==> config.mk <==
export PLATFORM = sky130hd
export DESIGN_NAME = mac_en_ctrl
export DESIGN_NICKNAME = d
export VERILOG_FILES = /design/src/rtl/mec_pkg.sv /design/src/rtl/mec_rst_seq.sv /design/src/rtl/mec_ctrl_reg.sv /design/src/rtl/mec_tx_stop.sv /design/src/rtl/mac_en_ctrl.sv
export SDC_FILE = /design/constraint.sdc
export NUM_CORES = 1
export LEC_CHECK = 0
export BUFFER_PORTS_ARGS = -buffer_cell sky130_fd_sc_hd__buf_2
export CAP_MARGIN = 20
export CORE_MARGIN = 4
export CORE_UTILIZATION = 25
export CTS_BUF_LIST = sky130_fd_sc_hd__clkbuf_4
export CTS_CLUSTER_DIAMETER = 30
export CTS_CLUSTER_SIZE = 30
export DETAILED_ROUTE_END_ITERATION = 10
export PLACE_DENSITY_LB_ADDON = 0.2
export SETUP_SLACK_MARGIN = 0.3
export SLEW_MARGIN = 10
export SYNTH_ARGS = -nofsm -noshare
export SYNTH_HDL_FRONTEND = slang
export SYNTH_SLANG_ARGS = --single-unit
==> constraint.sdc <==
create_clock -name clk -period 1.6 [get_ports clk]
set_clock_uncertainty 0.1 [all_clocks]
set_input_delay 0.24 -clock clk [delete_from_list [all_inputs] [get_ports clk]]
set_output_delay 0.24 -clock clk [all_outputs]
set_load 0.01 [all_outputs]
==> src/rtl/mec_pkg.sv <==
package mec_pkg;
    localparam int unsigned EN_BIT   = 1;
    localparam int unsigned SRST_BIT = 0;
    localparam int unsigned FIELD_W  = 2;

    typedef enum logic [1:0] {
        TXS_IDLE   = 2'd0,
        TXS_RUN    = 2'd1,
        TXS_FINISH = 2'd2
    } txs_e;
endpackage

==> src/rtl/mec_rst_seq.sv <==
module mec_rst_seq #(
    parameter int unsigned RST_CYCLES = 8
) (
    input  logic clk,
    input  logic rst_n,
    input  logic start,
    output logic busy
);
    localparam int unsigned CNT_W = $clog2(RST_CYCLES + 1);

    typedef struct packed {
        logic [CNT_W-1:0] cnt;
    } seq_t;

    seq_t s_d, s_q;

    always_comb begin
        s_d = s_q;
        if (start) begin
            s_d.cnt = CNT_W'(RST_CYCLES);
        end else if (s_q.cnt != '0) begin
            s_d.cnt = s_q.cnt - CNT_W'(1);
        end
    end

    always_ff @(posedge clk or negedge rst_n) begin
        if (!rst_n) s_q <= '0;
        else        s_q <= s_d;
    end

    assign busy = (s_q.cnt != '0);

    // an accepted reset request makes the sequence active next cycle
    a_r6_start_busy: assert property (@(posedge clk) disable iff (!rst_n)
        start |=> busy);

    // no new request may be accepted while the sequence runs
    a_r7_no_restart: assert property (@(posedge clk) disable iff (!rst_n)
        busy |-> !start);
endmodule

==> src/rtl/mec_ctrl_reg.sv <==
module mec_ctrl_reg
    import mec_pkg::*;
#(
    parameter int unsigned DATA_W = 32
) (
    input  logic               clk,
    input  logic               rst_n,
    input  logic               wr_en,
    input  logic [FIELD_W-1:0] wr_fields,
    input  logic               busy,
    input  logic               tx_fatal,
    input  logic               rx_fatal,
    output logic               start,
    output logic               en_nxt,
    output logic               en,
    output logic [DATA_W-1:0]  rd_data
);
    typedef struct packed {
        logic en;
    } ctl_t;

    ctl_t c_d, c_q;
    logic accept;

    always_comb begin
        accept = wr_en && !busy;
        start  = accept && wr_fields[SRST_BIT];
        c_d    = c_q;
        if (start) begin
            c_d.en = 1'b0;
        end else if (tx_fatal || rx_fatal) begin
            c_d.en = 1'b0;
        end else if (accept) begin
            c_d.en = wr_fields[EN_BIT];
        end
    end

    always_ff @(posedge clk or negedge rst_n) begin
        if (!rst_n) c_q <= '0;
        else        c_q <= c_d;
    end

    assign en_nxt = c_d.en;
    assign en     = c_q.en;

    always_comb begin
        rd_data           = '0;
        rd_data[EN_BIT]   = c_q.en;
        rd_data[SRST_BIT] = busy;
    end

    // a plain enable write with no error sets the enable
    a_r2_set: assert property (@(posedge clk) disable iff (!rst_n)
        (wr_en && !busy && wr_fields == 2'b10 && !tx_fatal && !rx_fatal) |=> en);

    // a reset request always leaves the enable cleared
    a_r8_reset_wins: assert property (@(posedge clk) disable iff (!rst_n)
        start |=> !en);

    // any fatal error flag clears the enable next cycle
    a_r9_err_clears: assert property (@(posedge clk) disable iff (!rst_n)
        (tx_fatal || rx_fatal) |=> !en);

    // the enable stays off for the whole reset sequence
    a_r6_off_in_reset: assert property (@(posedge clk) disable iff (!rst_n)
        busy |-> !en);
endmodule

==> src/rtl/mec_tx_stop.sv <==
module mec_tx_stop
    import mec_pkg::*;
(
    input  logic clk,
    input  logic rst_n,
    input  logic en_nxt,
    input  logic abort,
    input  logic frame_active,
    input  logic eof_ack,
    output logic tx_run,
    output logic tx_idle,
    output logic bad_crc
);
    typedef struct packed {
        txs_e st;
        logic crc;
    } txc_t;

    txc_t t_d, t_q;

    always_comb begin
        t_d     = t_q;
        t_d.crc = 1'b0;
        unique case (t_q.st)
            TXS_IDLE: begin
                if (en_nxt) t_d.st = TXS_RUN;
            end
            TXS_RUN: begin
                if (!en_nxt) begin
                    if (abort) begin
                        t_d.st = TXS_IDLE;
                    end else if (frame_active) begin
                        t_d.st  = TXS_FINISH;
                        t_d.crc = 1'b1;
                    end else begin
                        t_d.st = TXS_IDLE;
                    end
                end
            end
            TXS_FINISH: begin
                if (abort || eof_ack) t_d.st = TXS_IDLE;
            end
            default: t_d.st = TXS_IDLE;
        endcase
    end

    always_ff @(posedge clk or negedge rst_n) begin
        if (!rst_n) t_q <= '{st: TXS_IDLE, crc: 1'b0};
        else        t_q <= t_d;
    end

    assign tx_run  = (t_q.st == TXS_RUN);
    assign tx_idle = (t_q.st == TXS_IDLE);
    assign bad_crc = t_q.crc;

    // the corrupted-CRC request lasts a single cycle
    a_r4_crc_single: assert property (@(posedge clk) disable iff (!rst_n)
        bad_crc |=> !bad_crc);

    // the request is only raised while a frame is being closed
    a_r4_crc_in_finish: assert property (@(posedge clk) disable iff (!rst_n)
        bad_crc |-> (!tx_idle && !tx_run));

    // idle is not reported before the end-of-frame acknowledge
    a_r4_wait_ack: assert property (@(posedge clk) disable iff (!rst_n)
        (!tx_idle && !tx_run && !eof_ack && !abort) |=> !tx_idle);

    // an abort stops the transmit side with no CRC request
    a_r10_abort_idle: assert property (@(posedge clk) disable iff (!rst_n)
        abort |=> (tx_idle && !bad_crc));
endmodule

==> src/rtl/mac_en_ctrl.sv <==
module mac_en_ctrl
    import mec_pkg::*;
#(
    parameter int unsigned DATA_W     = 32,
    parameter int unsigned RST_CYCLES = 8
) (
    input  logic               clk,
    input  logic               rst_n,
    input  logic               wr_en,
    input  logic [FIELD_W-1:0] wr_fields,
    output logic [DATA_W-1:0]  rd_data,
    input  logic               tx_fatal_err,
    input  logic               rx_fatal_err,
    input  logic               tx_frame_active,
    input  logic               tx_eof_ack,
    output logic               rx_run,
    output logic               tx_run,
    output logic               tx_bad_crc,
    output logic               tx_idle,
    output logic               local_rst
);
    logic busy;
    logic start;
    logic en_nxt;
    logic en;

    mec_rst_seq #(.RST_CYCLES(RST_CYCLES)) seq_i (
        .clk   (clk),
        .rst_n (rst_n),
        .start (start),
        .busy  (busy)
    );

    mec_ctrl_reg #(.DATA_W(DATA_W)) reg_i (
        .clk       (clk),
        .rst_n     (rst_n),
        .wr_en     (wr_en),
        .wr_fields (wr_fields),
        .busy      (busy),
        .tx_fatal  (tx_fatal_err),
        .rx_fatal  (rx_fatal_err),
        .start     (start),
        .en_nxt    (en_nxt),
        .en        (en),
        .rd_data   (rd_data)
    );

    mec_tx_stop txs_i (
        .clk          (clk),
        .rst_n        (rst_n),
        .en_nxt       (en_nxt),
        .abort        (start),
        .frame_active (tx_frame_active),
        .eof_ack      (tx_eof_ack),
        .tx_run       (tx_run),
        .tx_idle      (tx_idle),
        .bad_crc      (tx_bad_crc)
    );

    assign rx_run    = en;
    assign local_rst = busy;

    // receive permission drops in the cycle after a clearing write
    a_r3_rx_stops: assert property (@(posedge clk) disable iff (!rst_n)
        (wr_en && !local_rst && !wr_fields[EN_BIT]) |=> !rx_run);

    // reserved readback bits stay zero
    a_r2_reserved_zero: assert property (@(posedge clk) disable iff (!rst_n)
        rd_data[DATA_W-1:FIELD_W] == '0);

    // while reset runs, its readback bit is set and the enable is clear
    a_r6_readback: assert property (@(posedge clk) disable iff (!rst_n)
        local_rst |-> (rd_data[SRST_BIT] && !rd_data[EN_BIT]));
endmodule

**Word-level counts from Yosys, hierarchy flattened**

Index checks and enable logic that the tools add are counted.

- Add/sub/neg operators: 1
- Eq/ne operators: 5
- Muxes and demuxes: 14
- Reductions and logical operators: 9

Operators by type and width:

| kind | count |
|---|---|
| 2-bit two-way mux | 4 |
| 4-bit two-way mux | 2 |
| 1-bit two-way mux | 6 |
| 2-bit one-hot mux with 3 select lines | 1 |
| 2-bit by 1-bit inequality test with 1-bit output (second input constant) | 2 |
| 4-bit nonzero test | 1 |
| 4-bit by 1-bit subtractor with 4-bit output (second input constant) | 1 |
| 3-bit two-way mux | 1 |
| 3-bit AND reduction | 1 |
| 2-bit by 1-bit == test with 1-bit output (second input constant) | 1 |
| 2-bit == test (second input constant) | 1 |
| 1-bit logical AND | 2 |
| 2-bit logical NOT | 1 |
| 1-bit logical OR | 2 |
| 2-bit inequality test (second input constant) | 1 |
| 2-bit nonzero test | 1 |
| 1-bit logical NOT | 1 |

- Bits in registers: 8
- Bits of input ports: 9
- Output and inout bits: 37
- Logic and storage cells: 33

**Longest topological paths before layout**

Gate-level depths: netlist (run 1).

- Depth after elaboration: 8
- Mapped depth: 6
- Gate-level depth less buffers: 5

**Cells and area by module**

From an unflattened synthesis (run 1), not the netlist that was laid out.

- Cells, all modules: 70
- Area total of the unflattened synthesis: 664.4 µm²

By module, submodules not included:

| module | times used | cells each | area each (µm²) | seq. area each (µm²) |
|---|---|---|---|---|
| mec_ctrl_reg | 1 | 40 | 312.8 | 25.0 |
| mec_rst_seq | 1 | 20 | 217.7 | 100.1 |
| mec_tx_stop | 1 | 10 | 133.9 | 75.1 |

**Worst setup path before layout (run 1)**

No wires, ideal clock.

- Path kind: flip-flop to output port
- Start point: register seq_i.s_q[0] (netlist bit)
- End point: output port rd_data[0]
- Arrival time: 1.255 ns
- Required time: 1.260 ns
- Slack: 0.005 ns
- Stages on the path, launching flop included: 6
- Path buffers: 2
- Cell sequence: dfrtp_1 inv_1 ha_1 or3b_1 buf_6 buf_4

- Cells in the longest elaborated chain, start to end: 1

Ends and longest elaborated chain:

| what | RTL line | text |
|---|---|---|
| start: declaration | mec_rst_seq.sv:15 | `seq_t s_d, s_q;` |
| start signal: assignment | mec_rst_seq.sv:27 | `if (!rst_n) s_q <= '0;` |
| start signal: assignment | mec_rst_seq.sv:28 | `else s_q <= s_d;` |
| 4-bit nonzero test | mec_rst_seq.sv:31 | `assign busy = (s_q.cnt != '0);` |
| end: declaration | mac_en_ctrl.sv:11 | `output logic [DATA_W-1:0] rd_data,` |

Every way passes these cells.

**Worst setup path in the final report (run 1)**

- Start point: register seq_i.s_q[0] (netlist bit)
- End point: output port local_rst

- Cells in the longest elaborated chain, start to end: 1

Ends and longest elaborated chain:

| what | RTL line | text |
|---|---|---|
| 4-bit nonzero test | mec_rst_seq.sv:31 |  |
| end: declaration | mac_en_ctrl.sv:20 | `output logic local_rst` |

Every way passes these cells.

==> impl_metrics.json, run 1 <==
{
  "ios": 46,
  "drc_errors": 0,
  "final_common_cell": "conb_1",
  "place_inst": 116,
  "drt-pass1-iter-count": 2,
  "mostFrequentLayoutCells": "30 x conb_1, 13 x buf_2, 8 x buf_4, 8 x dfrtp_1",
  "synth_compound_area_share_pct": 7.839,
  "synthAdderAreaFrac_pct": 1.912,
  "vias": 460,
  "grt_pass1_wl_um": 1656,
  "setup_viol": 4,
  "whs_ns": 0.1366,
  "synth_area_sq_um": 654.4,
  "rsz0062_at_grt": "yes",
  "grtUsageTotal_pct": 6.540,
  "die_height_um": 59.16,
  "rows": 18,
  "instances_no_fill": 125,
  "layout_setup_ws_ns": -0.1341,
  "clk_path_buf_depth": 2,
  "core_sq_um": 2477,
  "setup_tns_ns": -0.3389,
  "wirelength_um": 1126,
  "first_global_vias": 398,
  "wire_per_inst_um": 9.008,
  "cts_max_level": 1,
  "grt_overflow": 0,
  "cts-root-buf": "clkbuf_4",
  "crit_required_ns": 1.26,
  "synth_xor_area_share_pct": 0,
  "worst_setup_path_end_kind": "primary output",
  "place_congestion": 0.6511,
  "synth_largest_area_cell": "buf_4",
  "cp.arrival_ns": 1.39,
  "fin_util_pct": 30.30,
  "path_class": "flop to primary output",
  "numCtsBuffers": 3,
  "fin_crit_ns": 1.734,
  "die_area_sq_um": 3500,
  "drive_gt1_share_pct": 35.79,
  "antenna_found_initial": 0,
  "place_ws_ns": -0.01909,
  "first_iter_violations": 2,
  "synth_simple_gate_area_share_pct": 13.96,
  "min_path_type": "primary input to flop",
  "startpoint_type": "flop",
  "start_util_pct": 26.41,
  "post-route-period-util_pct": 108.4,
  "synth.top_cell.area_share_pct": 36.71,
  "outcome": "finished, violations left",
  "slew_violations": 0,
  "synth_seq_area_share_pct": 30.59,
  "synth_top_family_by_area": "buffers and inverters",
  "tritoncts": "built",
  "yosys_warnings": 0,
  "max_freq_mhz": 576.7,
  "cts.sinks": 8,
  "leakagePower_nw": 0.4186,
  "layout.nets": 107,
  "ys_seq_elements": 8,
  "io_buffers": 15,
  "grt_max_degree": 9,
  "hpwl_um": 942.1,
  "synthTopCellsByArea": "buf_4 37%, dfrtp_1 31%, mux2_2 3.4%",
  "antenna_left": 0,
  "worstSkewPairLatency_ns": 0.25,
  "peakVddDrop_mv": 0.5636,
  "hold_violations": 0,
  "ys_types": 23,
  "vias_per_cell": 3.680,
  "maxCapViolCount": 0,
  "power.density_nw_per_um2": 1199,
  "synth_cells": 72,
  "worst-path-max-fanout": 4,
  "area_delta_synth_final_pct": 14.72,
  "violations": "negative setup slack",
  "clkTransAtPathRegs_ns": 0.05,
  "diodes": 0,
  "fp.dieW_um": 59.16,
  "syn_avg_cell_area_sq_um": 9.089,
  "muxShareOfSynthArea_pct": 4.971
}
synthesized netlist by cell type:
library cell  count
conb_1            1
nand2_1           1
nor3b_1           3
nand3_1           1
ha_1              1
or3b_1            1
nor2_1            3
nor3_1            2
a211o_1           1
buf_6             1
mux2i_1           1
nor2b_1           1
o21ai_1           1
nand4bb_1         1
nor2_2            1
buf_4            32
dfrtp_1           8
o21ai_0           2
o211ai_2          1
inv_1             3
a21oi_1           3
or3_1             1
mux2_2            2
flip-flops by register name, summed over array words and instances (netlist names):
register and cells:
txs_i.bad_crc 1, reg_i.en 1, txs_i.t_q 2, seq_i.s_q 4
area by class of cell:
| cell class | count | area, sq um |
|---|---|---|
| sequential | 8 | 200.2 |
| clock buffer | 3 | 22.52 |
| tap | 30 | 37.54 |
| multi-input combinational | 57 | 321.6 |
| timing repair buffer | 24 | 157.7 |
| fill | 273 | 1727 |
| inverter | 3 | 11.26 |
worst paths after layout:
check / startpoint / endpoint / slack, ns / cells after the start
worst max-delay path: seq_i.s_q[0] / local_rst / -0.13 / 4
worst min-delay path: tx_frame_active / txs_i.bad_crc / 0.14 / 3
worst max register to register: seq_i.s_q[0] / seq_i.s_q[0] / -0.05 / 5
worst min register to register: txs_i.t_q[1] / txs_i.t_q[2] / 0.48 / 3
max in group asynchronous: rst_n / reg_i.en / 0.98 / 2
min in group asynchronous: rst_n / seq_i.s_q[2] / 0.26 / 2
per-stage QoR:
stage               power, mW  cell area [sq um]
floorplan              0.6147              769.5
global placement       0.6425              649.4
detailed placement     0.6534              649.4
CTS                    0.8902              730.7
global route           0.9792              750.7
finish                 0.9002              750.7
critical path, cell delays in order, from the launching register on:
cell and delay, ns:
dfrtp_1 0.38, inv_1 0.06, ha_2 0.16, or3b_4 0.40, buf_6 0.14
power breakdown:
group | total [mW] | internal [mW] | leakage, nW | switching (mW)
combinational | 0.452 | 0.246 | 0.301 | 0.206
clock | 0.148 | 0.0854 | 0.0138 | 0.0629
sequential | 0.300 | 0.258 | 0.104 | 0.0419
routing by layer:
layer	track usage, %	vias up	wire (um)
li1	-	220	-
met1	5.452	210	348
met2	12.46	30	602
met3	4.139	0	175
met4	1.942	0	0
met5	0	-	0
cells by family after synthesis:
kind of cell / Yosys count
compound gates: 8
simple gates: 15
other cells: 1
flops: 8
buf+inv: 36
mux: 3
fa+ha+maj: 1
timing repair:
| item | CTS | global route |
|---|---|---|
| resized for setup | 6 | 2 |
| hold buffers | 1 | 0 |
| endpoints found under the setup margin | 10 | 10 |
| setup buffers | 3 | 2 |
| pin swaps | 0 | 1 |
| hold endpoints to repair | 8 | 0 |
No activity file was read; power rests on OpenSTA's default activity.
==> run 2: changes to the inputs <==
--- a/config.mk
+++ b/config.mk
@@ -7,6 +7,7 @@
 export LEC_CHECK = 0
 export BUFFER_PORTS_ARGS = -buffer_cell sky130_fd_sc_hd__buf_2
 export CAP_MARGIN = 20
+export CORE_ASPECT_RATIO = 1.2
 export CORE_MARGIN = 4
 export CORE_UTILIZATION = 25
 export CTS_BUF_LIST = sky130_fd_sc_hd__clkbuf_4
@@ -19,3 +20,4 @@
 export SYNTH_ARGS = -nofsm -noshare
 export SYNTH_HDL_FRONTEND = slang
 export SYNTH_SLANG_ARGS = --single-unit
+export TNS_END_PERCENT = 50
==> constraint.sdc (replaced) <==
create_clock -name clk -period 1.45 [get_ports clk]
set_clock_uncertainty 0.1 [all_clocks]
set_input_delay 0.2175 -clock clk [delete_from_list [all_inputs] [get_ports clk]]
set_output_delay 0.2175 -clock clk [all_outputs]
set_load 0.01 [all_outputs]
==> run 2 against run 1 <==
The flow still finishes with violations (negative setup slack). Register-to-register slack got worse by 0.13 ns. Global-route usage grew 0.11 points. Sequential power grew 6%. Critical endpoint unchanged. Final cell count up 2.4%. Clock-buffer cell count is the same. Core utilization grew 0.34 points. Total power is 21% higher. Wire length is 5.9% higher.
==> impl_metrics.json, run 2 (same netlist as run 1, synthesis figures left out) <==
{
  "place_area_sq_um": 668.1,
  "met1_usage_pct": 6.152,
  "drive_gt1_share_pct": 37.89,
  "start_util_pct": 25.89,
  "cts_max_level": 1,
  "cp.arrival_ns": 1.40,
  "grtUsageTotal_pct": 6.654,
  "rows": 20,
  "use_met2_pct": 10.95,
  "first_iter_violations": 4,
  "crit_required_ns": 1.13,
  "intPower_uw": 711.0,
  "die_height_um": 64.05,
  "setup_viol": 9,
  "fp.dieW_um": 54.71,
  "diodes": 0,
  "wire_per_inst_um": 9.313,
  "place_ws_ns": -0.1509,
  "core_sq_um": 2527,
  "vias_per_cell": 3.625,
  "tritoncts": "built",
  "antenna_left": 0,
  "r2r_start": "seq_i.s_q[0]",
  "grt_overflow": 0,
  "grt_pass1_wl_um": 1628,
  "min_path_type": "primary input to flop",
  "vias": 464,
  "hpwl_um": 928.5,
  "peakVddDrop_mv": 0.4844,
  "post-route-period-util_pct": 118.2,
  "cts.sinks": 8,
  "layout.nets": 107,
  "drc_errors": 0,
  "busiest_layer": "met2",
  "clkTransAtPathRegs_ns": 0.06,
  "worstHoldStart": "tx_frame_active",
  "worstSkewPairLatency_ns": 0.25,
  "numCtsBuffers": 3,
  "top_register": "seq_i.s_q",
  "die_area_sq_um": 3504,
  "p_seq_share_pct": 29.4,
  "power.density_nw_per_um2": 1403,
  "path_class": "flop to primary output",
  "outcome": "finished, violations left",
  "leakagePower_nw": 0.4239,
  "first_global_vias": 390,
  "antenna_found_initial": 0,
  "wirelength_um": 1192,
  "ios": 46,
  "clk_path_buf_depth": 2,
  "cts-root-buf": "clkbuf_4",
  "violations": "negative setup slack",
  "slew_violations": 0,
  "worst-path-max-fanout": 4,
  "place_congestion": 0.6672,
  "mostFrequentLayoutCells": "30 x conb_1, 13 x buf_2, 8 x dfrtp_1, 7 x buf_4",
  "io_buffers": 15,
  "fin_crit_ns": 1.714,
  "layout_setup_ws_ns": -0.2645,
  "area_delta_synth_final_pct": 18.36,
  "largest_reg_flops": 4,
  "grt_max_degree": 9,
  "hold_violations": 0,
  "max_freq_mhz": 583.3,
  "power_frac_clock_pct": 16.0,
  "p_sw_share_pct": 34.59,
  "power.switching_uw": 376.0,
  "layout_top_registers": "seq_i.s_q x4, txs_i.t_q x2",
  "drt-pass1-iter-count": 3,
  "final_common_cell": "conb_1",
  "comb_power_share_pct": 54.7,
  "startpoint": "seq_i.s_q[0]",
  "maxCapViolCount": 0,
  "worst_setup_path_end_kind": "primary output",
  "use_met3_pct": 3.030,
  "rsz0062_at_grt": "yes",
  "fin_area_sq_um": 774.5,
  "startpoint_type": "flop"
}
run 2: worst paths after layout:
kind,to,slack (ns),cells past startpoint
min in group asynchronous,txs_i.bad_crc,0.24,2
worst max-delay path,local_rst,-0.26,4
worst max register to register,seq_i.s_q[0],-0.18,5
worst min register to register,txs_i.t_q[1],0.41,1
max in group asynchronous,seq_i.s_q[3],0.84,2
worst min-delay path,txs_i.bad_crc,0.1,3
run 2: worst max-delay path, cell delays in order, from the launching register on:
cell	delay [ns]
dfrtp_1	0.37
inv_1	0.06
ha_2	0.16
or3b_4	0.41
buf_6	0.14
run 2: timing repair:
item	in CTS	in global routing
gates resized for setup	4	7
setup endpoints to repair	11	11
pin swaps	1	2
buffers inserted	2	1
hold endpoints to repair	8	0
hold buffers	1	0
run 2: metal layers:
| metal | up-vias | wire length, um | part of all wire, % |
|---|---|---|---|
| met5 | - | 0 | 0 |
| met4 | 0 | 17 | 1.4 |
| met3 | 2 | 196 | 16 |
| met2 | 36 | 611 | 51 |
| met1 | 203 | 367 | 31 |
| li1 | 223 | - | - |
run 2: stage by stage:
step / hold slack (ns) / power (mW) / TNS [ns] / std cells / utilization [%]
final: 0.09874 / 1.087 / -1.463 / 128 / 30.64
after global routing: 0.09427 / 1.191 / -2.107 / 128 / 30.64
after CTS: 0.08896 / 1.013 / -1.470 / 127 / 29.11
after detailed placement: -0.02596 / 0.7478 / -1.064 / 121 / 26.44
after global placement: -0.02524 / 0.7461 / -1.014 / 121 / 26.44
after floorplan: -0.1781 / 0.6700 / -0.5915 / 101 / -
run 2: power by group through the flow:
stage	Clock (mW)	Combinational [mW]	Sequential, mW
6_report	0.173	0.594	0.319
5_1_grt	0.199	0.662	0.329
4_1_cts	0.188	0.508	0.317
3_5_place_dp	0	0.428	0.320
3_3_place_gp	0	0.426	0.320
2_1_floorplan	0	0.346	0.324
run 2: layout make-up:
class | instances | area, sq um
inverter | 3 | 11.26
sequential | 8 | 200.2
multi-input combinational | 57 | 337.8
fill | 276 | 1753
timing repair buffer | 24 | 161.4
tap | 33 | 41.29
clock buffer | 3 | 22.52
==> run 3: changes to the inputs <==
==> constraint.sdc (replaced) <==
create_clock -name clk -period 1.6 [get_ports clk]
set_clock_uncertainty 0.1 [all_clocks]
set_input_delay 0.24 -clock clk [delete_from_list [all_inputs] [get_ports clk]]
set_output_delay 0.24 -clock clk [all_outputs]
set_load 0.01 [all_outputs]
==> run 3 against run 2 <==
The flow still finishes with violations (negative setup slack). Core utilization is 0.69 points lower. Register-to-register slack better by 0.14 ns. Hold slack better by 0.022 ns. Wire length is 8.2% lower. Sequential share of layout area is 0.60 points higher. Combinational power is 15% lower. Total power is 12% lower. Clock power is 12% lower. Non-clock buffer count is 2 lower. Clock-buffer cell count stayed put. Largest cell class unchanged. Highest routed layer is now met3.
==> impl_metrics.json, run 3 (same netlist as run 1, synthesis figures left out) <==
{
  "outcome": "finished, violations left",
  "violations": "negative setup slack",
  "rows": 20,
  "place_area_sq_um": 653.1,
  "hpwl_um": 892.9,
  "vias_per_cell": 3.683,
  "drc_errors": 0,
  "clk_path_buf_depth": 2,
  "mostFrequentLayoutCells": "30 x conb_1, 13 x buf_2, 8 x dfrtp_1, 6 x buf_4",
  "clkTransAtPathRegs_ns": 0.05,
  "start_util_pct": 25.89,
  "worst_setup_path_end_kind": "primary output",
  "startpoint": "seq_i.s_q[0]",
  "path_cells": "inv_2 > ha_4 > or3b_4 > buf_6",
  "r2r-end": "seq_i.s_q[0]",
  "place_inst": 119,
  "max_freq_mhz": 584.6,
  "cp.arrival_ns": 1.37,
  "totalPowerFinal_uw": 958.9,
  "worstSkewPairLatency_ns": 0.25,
  "layout_top_registers": "seq_i.s_q x4, txs_i.t_q x2",
  "grt_pass1_wl_um": 1421,
  "crit_path_end": "local_rst",
  "r2r_start": "seq_i.s_q[0]",
  "antenna_left": 0,
  "maxCapViolCount": 0,
  "tritoncts": "built",
  "grt_max_degree": 9,
  "crit_path_top_delay_cell": "dfrtp_1",
  "cpPeakStageDelay_ns": 0.39,
  "power.density_nw_per_um2": 1267,
  "hold_violations": 0,
  "wire_per_inst_um": 8.683,
  "largest_reg_flops": 4,
  "cts_max_level": 1,
  "die_area_sq_um": 3504,
  "leakagePower_nw": 0.4106,
  "layout_setup_ws_ns": -0.1106,
  "first_global_vias": 365,
  "cts.sinks": 8,
  "final_common_cell": "conb_1",
  "min_path_type": "primary input to flop",
  "wirelength_um": 1094,
  "fin_crit_ns": 1.711,
  "fp.dieW_um": 54.71,
  "slew_violations": 0,
  "grtUsageTotal_pct": 5.788,
  "numCtsBuffers": 3,
  "post-route-period-util_pct": 106.9,
  "layout.nets": 105,
  "core_sq_um": 2527,
  "vias": 464,
  "area_delta_synth_final_pct": 15.68,
  "fillers": 288,
  "die_height_um": 64.05,
  "place_ws_ns": -0.02108,
  "antenna_found_initial": 0,
  "drt-pass1-iter-count": 3,
  "drive_gt1_share_pct": 36.56,
  "top_register": "seq_i.s_q",
  "setup_viol": 3,
  "whs_ns": 0.1203,
  "ios": 46,
  "path_class": "flop to primary output",
  "io_buffers": 15,
  "crit_required_ns": 1.26,
  "grt_overflow": 0,
  "rsz0062_at_grt": "yes",
  "ff2ff_setup_slack_ns": -0.04,
  "place_congestion": 0.6760,
  "first_iter_violations": 8,
  "peakVddDrop_mv": 0.7582,
  "instances_no_fill": 126,
  "fin_area_sq_um": 757.0,
  "cts-root-buf": "clkbuf_4",
  "rr_worst_depth": 5,
  "worst-path-max-fanout": 3,
  "startpoint_type": "flop",
  "diodes": 0
}
[run 3: cell types whose count changed in the layout (fill, tap and decap cells not counted)]
cell     change
inv_2        +2
buf_6        -1
ha_4         +1
inv_1        -2
nand3_2      -1
o21ai_0      +1
o21ai_2      -1
nand3_1      +1
buf_4        -1
ha_2         -1
[run 3: worst min path at each step]
stage | startpoint | to | slack [ns] | cells past startpoint
floorplan | rst_n | reg_i.en | -0.16 | 0
global placement | rst_n | reg_i.en | -0.003 | 1
detailed placement | rst_n | reg_i.en | -0.004 | 1
CTS | tx_frame_active | txs_i.bad_crc | 0.12 | 3
global route | tx_frame_active | txs_i.bad_crc | 0.11 | 3
finish | tx_frame_active | txs_i.bad_crc | 0.12 | 3
[run 3: through the flow]
stage / setup TNS (ns) / util (%)
2_1_floorplan: 0 / -
3_3_place_gp: 0 / 25.84
3_5_place_dp: -0.05413 / 25.84
4_1_cts: -0.3856 / 28.32
5_1_grt: -0.4911 / 29.95
6_report: -0.2591 / 29.95
[run 3: cell type report]
class / instances / area, sq um / share of cell area, %
inverters: 3 / 11.26 / 1.488
flip-flops and latches: 8 / 200.2 / 26.45
clock buffers: 3 / 22.52 / 2.975
repair buffers: 22 / 142.6 / 18.84
well taps: 33 / 41.29 / 5.455
multi-input cells: 57 / 339.1 / 44.79
[run 3: worst max-delay path: cells and delay by family, from the launching register on]
family | cells | cell delay (ns)
flops | 1 | 0.39
fa+ha+maj | 1 | 0.12
buf+inv | 2 | 0.20
simple gates | 1 | 0.39
[run 3: timing repair]
action,CTS,global route
endpoints found under the setup margin,10,10
setup buffers,1,2
gates resized for setup,6,4
hold buffers,1,0
hold endpoints to repair,8,0
pin swaps,1,1
[run 3: report_power, final]
group / switching [mW] / internal [mW] / leakage, nW / total, mW
combinational: 0.224 / 0.279 / 0.293 / 0.503
clock: 0.0665 / 0.0857 / 0.0138 / 0.152
sequential: 0.0455 / 0.258 / 0.104 / 0.304
[run 3: layer usage]
layer | wire (um) | global-route usage, % | up-vias
met5 | 0 | 0 | -
met4 | 0 | 0.9346 | 0
met3 | 204 | 4.895 | 0
met2 | 517 | 9.467 | 37
met1 | 371 | 5.452 | 209
li1 | - | - | 218
